<file path="config.mk">
export PLATFORM = sky130hd
export DESIGN_NAME = radio_spi_seq
export DESIGN_NICKNAME = d
export VERILOG_FILES = /design/src/rtl/rss_pkg.sv /design/src/rtl/rss_req_decode.sv /design/src/rtl/rss_cs_gap.sv /design/src/rtl/rss_fsm.sv /design/src/rtl/radio_spi_seq.sv
export SDC_FILE = /design/constraint.sdc
export NUM_CORES = 1
export LEC_CHECK = 0
export BUFFER_PORTS_ARGS = -buffer_cell sky130_fd_sc_hd__buf_2
export CORE_UTILIZATION = 50
export CTS_CLUSTER_SIZE = 40
export DETAILED_ROUTE_END_ITERATION = 8
export PLACE_DENSITY_LB_ADDON = 0.15
export SLEW_MARGIN = 20
export SYNTH_ARGS = -nofsm -noshare
export SYNTH_HDL_FRONTEND = slang
export SYNTH_SLANG_ARGS = --single-unit
</file>
<file path="constraint.sdc">
create_clock -name clk -period 2.2 [get_ports clk]
set_input_delay 0.11 -clock clk [delete_from_list [all_inputs] [get_ports clk]]
set_output_delay 0.11 -clock clk [all_outputs]
set_load 0.03 [all_outputs]
</file>
<file path="src/rtl/rss_pkg.sv">
package rss_pkg;

  typedef enum logic [2:0] {
    K_CFG_WR = 3'd0,
    K_REG_RD = 3'd1,
    K_STROBE = 3'd2,
    K_TXF_WR = 3'd3,
    K_RXF_RD = 3'd4
  } req_kind_e;

  typedef enum logic [2:0] {
    S_IDLE,
    S_HDR,
    S_HWAIT,
    S_PICK,
    S_DWAIT,
    S_PUSH,
    S_GAP
  } seq_state_e;

endpackage

</file>
<file path="src/rtl/rss_req_decode.sv">
module rss_req_decode
  import rss_pkg::*;
#(
  parameter int          LEN_W     = 8,
  parameter int          REG_BYTES = 2,
  parameter logic [5:0]  TXF_ADDR  = 6'h3E,
  parameter logic [5:0]  RXF_ADDR  = 6'h3F
) (
  input  logic [2:0]       kind,
  input  logic [5:0]       addr,
  input  logic [LEN_W-1:0] len,
  output logic [7:0]       hdr,
  output logic             is_rd,
  output logic [LEN_W-1:0] nbytes
);
  localparam logic [LEN_W-1:0] REG_N = LEN_W'(REG_BYTES);

  // bit 7 clear, bit 6 = read, bits 5:0 = address
  always_comb begin
    case (req_kind_e'(kind))
      K_CFG_WR: begin hdr = {2'b00, addr};     is_rd = 1'b0; nbytes = REG_N; end
      K_REG_RD: begin hdr = {2'b01, addr};     is_rd = 1'b1; nbytes = REG_N; end
      K_TXF_WR: begin hdr = {2'b00, TXF_ADDR}; is_rd = 1'b0; nbytes = len;   end
      K_RXF_RD: begin hdr = {2'b01, RXF_ADDR}; is_rd = 1'b1; nbytes = len;   end
      default:  begin hdr = {2'b00, addr};     is_rd = 1'b0; nbytes = '0;    end
    endcase
  end
endmodule

</file>
<file path="src/rtl/rss_cs_gap.sv">
module rss_cs_gap #(
  parameter int GAP = 2
) (
  input  logic clk,
  input  logic rst_n,
  input  logic load,
  output logic done
);
  localparam int CW = $clog2(GAP + 1);

  logic [CW-1:0] cnt;

  always_ff @(posedge clk) begin
    if (!rst_n)          cnt <= '0;
    else if (load)       cnt <= CW'(GAP);
    else if (cnt != '0)  cnt <= cnt - 1'b1;
  end

  assign done = (cnt <= CW'(1));
endmodule

</file>
<file path="src/rtl/rss_fsm.sv">
module rss_fsm
  import rss_pkg::*;
#(
  parameter int LEN_W = 8
) (
  input  logic             clk,
  input  logic             rst_n,
  input  logic             req_valid,
  input  logic [2:0]       req_kind,
  output logic             req_ready,
  input  logic [7:0]       dec_hdr,
  input  logic             dec_rd,
  input  logic [LEN_W-1:0] dec_n,
  input  logic             tx_valid,
  output logic             tx_ready,
  input  logic [7:0]       tx_data,
  output logic             rx_valid,
  input  logic             rx_ready,
  output logic [7:0]       rx_data,
  input  logic             fifo_nonempty,
  output logic [7:0]       status,
  output logic             busy,
  output logic             sh_start,
  output logic [7:0]       sh_tx,
  input  logic             sh_done,
  input  logic [7:0]       sh_rx,
  output logic             cs_n,
  output logic             gap_load,
  input  logic             gap_done
);
  seq_state_e       state, nxt;
  logic [LEN_W-1:0] rem;
  logic             rd_q;
  logic [7:0]       hdr_q, rxbuf, status_q;
  logic             cs_n_q;
  logic             fire, rx_blocked;

  assign rx_blocked = (req_kind_e'(req_kind) == K_RXF_RD) && !fifo_nonempty;
  assign req_ready  = (state == S_IDLE) && !rx_blocked;
  assign fire       = req_valid && req_ready;

  always_comb begin
    nxt      = state;
    sh_start = 1'b0;
    sh_tx    = hdr_q;
    tx_ready = 1'b0;
    gap_load = 1'b0;
    case (state)
      S_IDLE:  if (fire) nxt = S_HDR;
      S_HDR: begin
        sh_start = 1'b1;
        nxt      = S_HWAIT;
      end
      S_HWAIT: if (sh_done) begin
        if (rem == '0) begin nxt = S_GAP; gap_load = 1'b1; end
        else nxt = S_PICK;
      end
      S_PICK: begin
        if (rd_q) begin
          sh_start = 1'b1;
          sh_tx    = 8'h00;
          nxt      = S_DWAIT;
        end else begin
          tx_ready = 1'b1;
          sh_tx    = tx_data;
          if (tx_valid) begin
            sh_start = 1'b1;
            nxt      = S_DWAIT;
          end
        end
      end
      S_DWAIT: if (sh_done) begin
        if (rd_q) nxt = S_PUSH;
        else if (rem == LEN_W'(1)) begin nxt = S_GAP; gap_load = 1'b1; end
        else nxt = S_PICK;
      end
      S_PUSH: if (rx_ready) begin
        if (rem == '0) begin nxt = S_GAP; gap_load = 1'b1; end
        else nxt = S_PICK;
      end
      S_GAP:   if (gap_done) nxt = S_IDLE;
      default: nxt = S_IDLE;
    endcase
  end

  always_ff @(posedge clk) begin
    if (!rst_n) begin
      state    <= S_IDLE;
      rem      <= '0;
      rd_q     <= 1'b0;
      hdr_q    <= 8'h00;
      rxbuf    <= 8'h00;
      status_q <= 8'h00;
      cs_n_q   <= 1'b1;
    end else begin
      state <= nxt;
      if (fire) begin
        hdr_q  <= dec_hdr;
        rd_q   <= dec_rd;
        rem    <= dec_n;
        cs_n_q <= 1'b0;
      end
      if (gap_load) cs_n_q <= 1'b1;
      if (state == S_HWAIT && sh_done) status_q <= sh_rx;
      if (state == S_DWAIT && sh_done) begin
        rem <= rem - 1'b1;
        if (rd_q) rxbuf <= sh_rx;
      end
    end
  end

  assign rx_valid = (state == S_PUSH);
  assign rx_data  = rxbuf;
  assign status   = status_q;
  assign busy     = (state != S_IDLE);
  assign cs_n     = cs_n_q;

  // select low only inside a busy session
  p_cs_busy_r9: assert property (@(posedge clk) disable iff (!rst_n)
    !cs_n_q |-> busy);
  // shifter starts only with select low
  p_start_in_session_r8: assert property (@(posedge clk) disable iff (!rst_n)
    sh_start |-> !cs_n_q);
  // select stays high at least two clocks
  p_gap_r8: assert property (@(posedge clk) disable iff (!rst_n)
    $rose(cs_n_q) |=> cs_n_q);
  // held receive request with empty FIFO keeps select high
  p_rx_block_r7: assert property (@(posedge clk) disable iff (!rst_n)
    (state == S_IDLE && req_valid && rx_blocked) |=> cs_n_q);
  // read byte held under back-pressure
  p_rx_hold_r6: assert property (@(posedge clk) disable iff (!rst_n)
    (rx_valid && !rx_ready) |=> (rx_valid && $stable(rx_data)));
  // no read data offered in a write session
  p_no_rx_on_write_r2: assert property (@(posedge clk) disable iff (!rst_n)
    rx_valid |-> rd_q);
  // status only moves after a header completes
  p_status_hold_r4: assert property (@(posedge clk) disable iff (!rst_n)
    (state != S_HWAIT) |=> $stable(status_q));
endmodule

</file>
<file path="src/rtl/radio_spi_seq.sv">
module radio_spi_seq
  import rss_pkg::*;
#(
  parameter int         LEN_W     = 8,
  parameter int         CS_GAP    = 2,
  parameter int         REG_BYTES = 2,
  parameter logic [5:0] TXF_ADDR  = 6'h3E,
  parameter logic [5:0] RXF_ADDR  = 6'h3F
) (
  input  logic             clk,
  input  logic             rst_n,
  input  logic             req_valid,
  output logic             req_ready,
  input  logic [2:0]       req_kind,
  input  logic [5:0]       req_addr,
  input  logic [LEN_W-1:0] req_len,
  input  logic             tx_valid,
  output logic             tx_ready,
  input  logic [7:0]       tx_data,
  output logic             rx_valid,
  input  logic             rx_ready,
  output logic [7:0]       rx_data,
  input  logic             fifo_nonempty,
  output logic [7:0]       status,
  output logic             busy,
  output logic             sh_start,
  output logic [7:0]       sh_tx,
  input  logic             sh_done,
  input  logic [7:0]       sh_rx,
  output logic             cs_n
);
  logic [7:0]       dec_hdr;
  logic             dec_rd;
  logic [LEN_W-1:0] dec_n;
  logic             gap_load, gap_done;

  rss_req_decode #(
    .LEN_W(LEN_W), .REG_BYTES(REG_BYTES), .TXF_ADDR(TXF_ADDR), .RXF_ADDR(RXF_ADDR)
  ) u_dec (
    .kind(req_kind), .addr(req_addr), .len(req_len),
    .hdr(dec_hdr), .is_rd(dec_rd), .nbytes(dec_n)
  );

  rss_cs_gap #(.GAP(CS_GAP)) u_gap (
    .clk(clk), .rst_n(rst_n), .load(gap_load), .done(gap_done)
  );

  rss_fsm #(.LEN_W(LEN_W)) u_fsm (
    .clk(clk), .rst_n(rst_n),
    .req_valid(req_valid), .req_kind(req_kind), .req_ready(req_ready),
    .dec_hdr(dec_hdr), .dec_rd(dec_rd), .dec_n(dec_n),
    .tx_valid(tx_valid), .tx_ready(tx_ready), .tx_data(tx_data),
    .rx_valid(rx_valid), .rx_ready(rx_ready), .rx_data(rx_data),
    .fifo_nonempty(fifo_nonempty), .status(status), .busy(busy),
    .sh_start(sh_start), .sh_tx(sh_tx), .sh_done(sh_done), .sh_rx(sh_rx),
    .cs_n(cs_n), .gap_load(gap_load), .gap_done(gap_done)
  );
endmodule

</file>
# --- Word level (Yosys, flattened, before mapping) ---
# Index checks and enable logic that the tools add are counted.
word_totals:
  n_memories: 0
  mem_bits_ro: 0
  latchBits: 0
  word_cells: 81
  ff_bits: 39
  ramBits: 0
  in_bits: 40
classes:
  n_reduce_logical: 20
  shift: 0
  n_addsub: 2
  magnitude_cmp: 1
  multipliers: 0
  div_mod_pow: 0
  mux: 32
  eq_ne: 16
  n_bitwise: 1
ops:
  columns: ["operator", "n"]
  rows:
  - ["two-way mux 8 bit", 4]
  - ["two-way mux 3 bit", 10]
  - ["one-hot mux 3 bit (7 select lines)", 1]
  - ["one-hot mux 7 bit (3 select lines)", 1]
  - ["one-hot mux 8 bit (2 select lines)", 1]
  - ["equality test 3 bit (second input constant)", 4]
  - ["two-way mux 1 bit", 11]
  - ["equality test 3 x 2 -> 1 bit (second input constant)", 3]
  - ["equality test 8 x 1 -> 1 bit (second input constant)", 1]
  - ["logical NOT 8 bit", 1]
  - ["OR reduction 2 bit", 4]
  - ["subtractor 8 x 1 -> 8 bit (second input constant)", 1]
  - ["equality test 3 x 1 -> 1 bit (second input constant)", 2]
  - ["logical NOT 3 bit", 2]
  - ["inequality test 2 bit (second input constant)", 3]
  - ["AND reduction 6 bit", 1]
  - ["nonzero test 2 bit", 3]
  - ["logical AND 1 bit", 5]
  - ["two-way mux 2 bit", 2]
  - ["inequality test 2 x 1 -> 1 bit (second input constant)", 2]
  - ["inequality test 3 x 2 -> 1 bit (second input constant)", 1]
  - ["one-hot mux 1 bit (3 select lines)", 1]
  - ["nonzero test 3 bit", 1]
  - ["<= comparator 2 x 1 -> 1 bit (second input constant)", 1]
  - ["other kinds (5)", 6]

# --- Longest topological paths before layout ---
# Gate-level depths: netlist of the first run.
depth:
  ltp_word: 7
  ltp_mapped: 7
  depth_no_buf: 6

# --- Cells and area by module ---
# From an unflattened synthesis of the first run, not the netlist that was laid out.
unflattened:
  cells_unflattened: 285
  area_unflattened_um2: 2239.6
by_module_without_submodules:
  columns: ["mod", "area_each_um2", "cells_per_inst", "instances", "seq_area_each_um2"]
  rows:
  - ["rss_fsm", 1983.2, 250, 1, 740.7]
  - ["rss_req_decode", 186.4, 29, 1, 0.0]
  - ["rss_cs_gap", 70.1, 6, 1, 40.0]

# --- Worst setup path after synthesis of the first run ---
# OpenSTA, ideal clock, no wires.
synth_timing:
  path_kind: "register -> output"
  from: "reg u_fsm.state[0]"
  to: "out sh_tx[4]"
  required_ns: 2.090
  path_slack_ns: 0.366
  arrival_time_ns: 1.724
  path_stages_with_launch: 5
  cell_sequence: "dfxtp_1 > clkbuf_1 > nand2_1 > clkbuf_1 > o21ai_0"
synth_via:
  elab_chain_cells: 2
synth_lines:
  columns: ["element", "line_no", "text"]
  rows:
  - ["start: declaration", "rss_fsm.sv:31", "seq_state_e state, nxt;"]
  - ["start signal: assignment", "rss_fsm.sv:96", "state <= nxt;"]
  - ["equality test 3 x 2 -> 1 bit", "rss_fsm.sv:48", "case (state)"]
  - ["two-way mux 8 bit", "rss_fsm.sv:48", null]
  - ["end: declaration", "radio_spi_seq.sv:27", "output logic [7:0] sh_tx,"]
# Every way passes these cells.

# --- Worst setup path in the final report of the first run ---
layout_timing:
  from: "reg u_fsm.rem[0]"
  to: "reg u_fsm.state[0]"
layout_via:
  elab_chain_cells: 5
  elab_cells_between_ends: 9
layout_lines:
  columns: ["element", "line_no", "text"]
  rows:
  - ["start: declaration", "rss_fsm.sv:32", "logic [LEN_W-1:0] rem;"]
  - ["start signal: assignment", "rss_fsm.sv:100", "rem <= dec_n;"]
  - ["start signal: assignment", "rss_fsm.sv:106", "rem <= rem - 1'b1;"]
  - ["equality test 8 x 1 -> 1 bit", "rss_fsm.sv:74", "else if (rem == LEN_W'(1)) begin nxt = S_GAP; gap_load = 1'b1; end"]
  - ["two-way mux 3 bit", "rss_fsm.sv:74", null]
  - ["two-way mux 3 bit", "rss_fsm.sv:73", "if (rd_q) nxt = S_PUSH;"]
  - ["two-way mux 3 bit", "rss_fsm.sv:72", "S_DWAIT: if (sh_done) begin"]
  - ["one-hot mux 3 bit (7 select lines) (*)", "rss_fsm.sv:48", null]
# Mark *: on every way between the ends. The rest lies on a longest branch, timed or not. The select of a mux whose other input is x is not followed.
# A chain may end at the register's enable or synchronous reset.

==> results_dict.tcl, run 1 <==
set metrics [dict create \
    cts_tree "yes" \
    syn_to_final_growth_pct 24.6 \
    drt_wl_total_mm 5.41 \
    skew_ps 3.56 \
    cts-buffers-inserted 5 \
    drc 0 \
    setup_viol 0 \
    htreeDepth 2 \
    maxSlewHeadroom_pct 56.2 \
    cp-start-kind "flip-flop" \
    yosysWarnings 0 \
    final_cell_mix "69 x buf_2, 38 x dfxtp_1, 33 x nand2_1, 24 x nor2_1" \
    antenna_left 0 \
    crit-reg2reg-launch "u_fsm.rem[0]" \
    critPathMaxFanout 6 \
    synth_edf_count 0 \
    power.total_mw 2.94 \
    fin_crit_ps 1980 \
    regArea_um2 761 \
    clk_pin_slew_ps 80 \
    grt_pass1_wl_mm 8.49 \
    start_util_pct 52.2 \
    power_density_nw_per_um2 1120 \
    multi_input_area_um2 1230 \
    place_inst 378 \
    via_per_inst 5.47 \
    avgRoutedWirePerCell_um 14.0 \
    async_flop_share_pct 0 \
    grt.total_usage_pct 25.3 \
    antenna_found_initial 0 \
    hold_path_class "in -> reg" \
    ys_types 55 \
    dpl_cell_area_um2 2520 \
    fin_crit_sh_pct 90.1 \
    arrival_ps 2160 \
    cp-endpoint "u_fsm.state[0]" \
    reg2reg_to "u_fsm.state[0]" \
    grt.overflow.total 0 \
    worst_setup_path_end_kind "flip-flop" \
    p_leak_nw 1.13 \
    vias 2112 \
    clk_latency_ps 290 \
    fin_tns_setup_ps 0 \
    syn_avg_cell_area_um2 7.93 \
    row_count 23 \
    ys_seq_area_share_pct 36.2 \
    vdd_ir_drop_max_v 0.000495 \
    dr.pass1.iters 4 \
    drt_iter0_drc 188 \
    dieArea_um2 4470 \
    hold_buffers 0 \
    ys.flop_type "dfxtp_1" \
    grt_pass1_vias 1818 \
    rr_worst_depth 5 \
    synth_cells 265 \
    ioPinCount 70 \
    cp.required_ps 2380 \
    routabilityCongestion 0.870 \
    layout_commonest_cell "buf_2" \
    die_w_um 66.8 \
    design_area_um2 2620 \
    diodes 0 \
    dpl.hpwl_mm 3.94 \
    synth_area_um2 2100 \
    maxCapViolations 0 \
    die_h_um 66.8 \
    crit_type "reg -> reg" \
    hold_viol 0 \
    stdcell_count 386 \
    clock_path_buffers 2 \
    layout-drive-gt1-share_pct 31.5 \
    nets 377 \
    rsz0062_at_grt "no" \
    slew_viol_final 0 \
    root_buffer "clkbuf_8" \
    synth_nets 307 \
    core-area_um2 4030 \
    r2r_slack_ps 220 \
    portBuffers 69 \
    fmax_mhz 504 \
    tightest_slew_ps 657 \
    ys_ff_latch 38 \
    grt_max_degree 22 \
    fillCellCount 378 \
    worstSetupStartpoint "u_fsm.rem[0]" \
    status "finished clean" \
    clock_sinks 38 \
]
## metal layers
metal  GRT usage, %  routed length, µm
met1           33.5               2430
met2           39.6               2560
met3           6.51                350
met4           8.24                 72
met5              0                  0
## cells in the mapped netlist (2+ instances only)
cell	number	area (µm²)
dfxtp_1	38	761
nand2_1	34	128
nor2_1	24	90.1
a21oi_1	17	85.1
nand3_1	17	85.1
nor3_1	14	70.1
o21ai_0	14	70.1
clkbuf_1	10	37.5
mux2i_1	9	90.1
inv_1	7	26.3
nand4_1	6	37.5
a31oi_1	5	31.3
buf_2	5	25.0
nand2b_1	5	31.3
and3_1	4	25.0
nor3_2	4	40.0
nor3b_1	3	22.5
o311ai_0	3	26.3
and4b_1	2	20.0
buf_1	2	7.51
buf_6	2	22.5
ha_1	2	25.0
o211ai_1	2	15.0
o31a_1	2	17.5
o41ai_1	2	17.5
or3_1	2	12.5
xor2_1	2	17.5
## metrics by stage
stage	utilization [%]	worst slack [ps]	hold slack (ps)
after floorplan	-	366	257
after global placement	62.6	332	364
after detailed placement	62.6	251	368
after CTS	64.9	151	57.4
after global routing	65.0	65.1	60.0
final	65.0	217	62.8
## logic make-up (layout without fill, tap and decap cells)
kind of cell / count (synthesis) / count (layout) / share of synthesized area [%]
AOI/OAI and AO/OA: 56 / 56 / 17.6
xor gates and xnor gates: 2 / 2 / 0.833
adders and majority gates: 2 / 2 / 1.19
buffers and inverters: 27 / 98 / 5.83
DFF: 38 / 38 / 36.2
muxes: 9 / 9 / 4.29
and+or+nand+nor: 131 / 131 / 34.1
## report_power, final
group,internal [mW],switching [mW]
Clock,0.252,0.254
Sequential,0.814,0.106
Combinational,0.586,0.926
Total,1.65,1.29
## final cells by class
class,instances,share of cell area [%]
Multi-Input combinational cell,200,46.9
Sequential cell,38,29.0
Timing Repair Buffer,82,16.9
Clock buffer,6,3.15
Tap cell,50,2.39
Inverter,8,1.15
Clock inverter,2,0.478
## worst max-delay path: stages (launching register included)
cell	delay (ps)
dfxtp_1	430
ha_1	220
or3b_2	450
a2111oi_0	440
o211ai_1	120
and3_1	210
## state kept, by name, summed over array words and instances, names as in the netlist
register,count
u_gap.cnt,2
u_fsm.rem,8
u_fsm.state,3
u_fsm.rx_data,8
u_fsm.rd_q,1
u_fsm.cs_n,1
u_fsm.status,8
u_fsm.hdr_q,7
## worst min path at each step
stage,end,cells after the start,start,slack [ps]
after floorplan,u_fsm.rem[7],2,req_len[7],260
after global placement,u_fsm.status[6],3,sh_rx[6],360
after detailed placement,u_fsm.rem[7],3,req_len[7],370
after CTS,u_fsm.rem[7],3,req_len[7],60
after global routing,u_fsm.status[4],3,sh_rx[4],60
final,u_fsm.rem[7],3,req_len[7],60
## repair_timing
item / CTS / global route
resized for setup: 0 / 1
setup buffers: 0 / 0
endpoints found under the setup margin: 0 / 1
(Power assumes the default switching activity.)
==> run 2, diff against run 1 <==
- HOLD_SLACK_MARGIN: unset -> 0.12
==> run 2 against run 1 <==
Final cell count up 4.4%. Clock-buffer cell count unchanged. Non-clock buffer count up 17. Clock power about the same. Fmax down 0.73%. Sequential cell count unchanged.
==> results_dict.tcl, run 2 (synthesized netlist as in run 1, its figures left out) <==
set metrics [dict create \
    dr.pass1.iters 4 \
    grt_pass1_vias 1975 \
    switching_power_mw 1.30 \
    cts_tree "yes" \
    vias 2214 \
    maxSlewHeadroom_pct 56.8 \
    final_cell_mix "69 x buf_2, 38 x dfxtp_1, 33 x nand2_1, 24 x nor2_1" \
    portBuffers 69 \
    design_area_um2 2790 \
    status "finished clean" \
    antenna_left 0 \
    worst_setup_path_end_kind "flip-flop" \
    switching_share_pct 43.7 \
    fillCellCount 357 \
    layout-drive-gt1-share_pct 30.0 \
    drc 0 \
    ioPinCount 70 \
    arrival_ps 2180 \
    power_density_nw_per_um2 1060 \
    fin_crit_sh_pct 90.8 \
    clock_sinks 38 \
    critPathMaxFanout 6 \
    gr-usage-met2_pct 43.7 \
    multi_input_area_um2 1230 \
    drt_wl_total_mm 5.77 \
    fin_util_pct 69.2 \
    fin_crit_ps 2000 \
    busiest_layer "met2" \
    die_h_um 66.8 \
    grt_max_degree 22 \
    grt.total_usage_pct 27.0 \
    tightest_slew_ps 648 \
    rsz0062_at_grt "no" \
    grtUsageMet1_pct 34.3 \
    core-area_um2 4030 \
    fin_hold_ws_ps 140 \
    root_buffer "clkbuf_8" \
    maxCapViolations 0 \
    clk_latency_ps 290 \
    dpl_cell_area_um2 2520 \
    regArea_um2 761 \
    p_leak_nw 1.20 \
    cp.required_ps 2380 \
    avgRoutedWirePerCell_um 14.3 \
    dpl.hpwl_mm 3.94 \
    cts-buffers-inserted 5 \
    via_per_inst 5.49 \
    die_w_um 66.8 \
    clk_pin_slew_ps 80 \
    hold_depth 3 \
    row_count 23 \
    grt_pass1_wl_mm 9.05 \
    combPwrFrac_pct 51.9 \
    layout_commonest_cell "buf_2" \
    routabilityCongestion 0.870 \
    internal_power_mw 1.67 \
    slew_viol_final 0 \
    clock_path_buffers 2 \
    setup_viol 0 \
    vdd_ir_drop_max_v 0.000495 \
    syn_to_final_growth_pct 32.7 \
    nets 394 \
    grt.overflow.total 0 \
    hold_viol 0 \
    gr-usage-met3_pct 6.68 \
    htreeDepth 2 \
    drt_iter0_drc 247 \
    hold_path_class "in -> reg" \
    dieArea_um2 4470 \
    seqPwrFrac_pct 31.0 \
    crit_type "reg -> reg" \
    fmax_mhz 501 \
    rr_worst_depth 5 \
    p_clk_share_pct 17.1 \
    antenna_found_initial 0 \
    start_util_pct 52.2 \
    skew_ps 4.42 \
    diodes 0 \
    cp-start-kind "flip-flop" \
    fin_tns_setup_ps 0 \
]
[run 2: cell count changes in the layout (fill, tap and decap cells not counted), sizes merged]
cell / before / now
dlygate4sd3: 0 / 17
[run 2: through the flow]
stage                     setup slack (ps)  instances  power (mW)
final                                  202        403        2.97
after global routing                  65.1        403        3.17
after CTS                              151        403        2.96
after detailed placement               251        378        2.43
after global placement                 332        378        2.42
after floorplan                        366        265        2.05
[run 2: layout make-up]
cell class | count | area share, %
Timing Repair Buffer | 99 | 22.0
Tap cell | 50 | 2.24
Inverter | 8 | 1.08
Clock inverter | 2 | 0.449
Sequential cell | 38 | 27.3
Multi-Input combinational cell | 200 | 44.0
Clock buffer | 6 | 2.96
[run 2: path summary, 6_finish.rpt]
check / start / end / slack, ps
hold / removal: req_addr[1] / u_fsm.hdr_q[1] / 140
hold reg to reg: u_fsm.rx_data[2] / u_fsm.rx_data[2] / 460
setup / recovery: u_fsm.rem[0] / u_fsm.state[0] / 200
setup reg to reg: u_fsm.rem[0] / u_fsm.state[0] / 200
[run 2: power by group through the flow]
stage / sequential [mW] / combinational (mW) / clock (mW)
after floorplan: 0.950 / 1.10 / 0
after global routing: 0.935 / 1.68 / 0.551
after CTS: 0.917 / 1.53 / 0.517
after detailed placement: 0.933 / 1.49 / 0
after global placement: 0.928 / 1.49 / 0
final: 0.920 / 1.54 / 0.507
[run 2: routing by layer]
metal  part of all wire, %  vias up
li1                      -     1125
met1                    44      997
met5                     0        -
met4                   1.2        0
met2                    49       86
met3                   5.7        6
[run 2: what timing repair did]
item,in CTS,in global routing
hold buffers,17,0
gates resized for setup,0,1
endpoints found under the hold margin,25,0
endpoints found under the setup margin,0,1
setup buffers,0,0
[run 2: critical path: stages, from the launching register on]
cell	delay, ps
dfxtp_1	430
ha_1	230
or3b_2	450
a2111oi_0	450
o211ai_1	120
and3_1	210
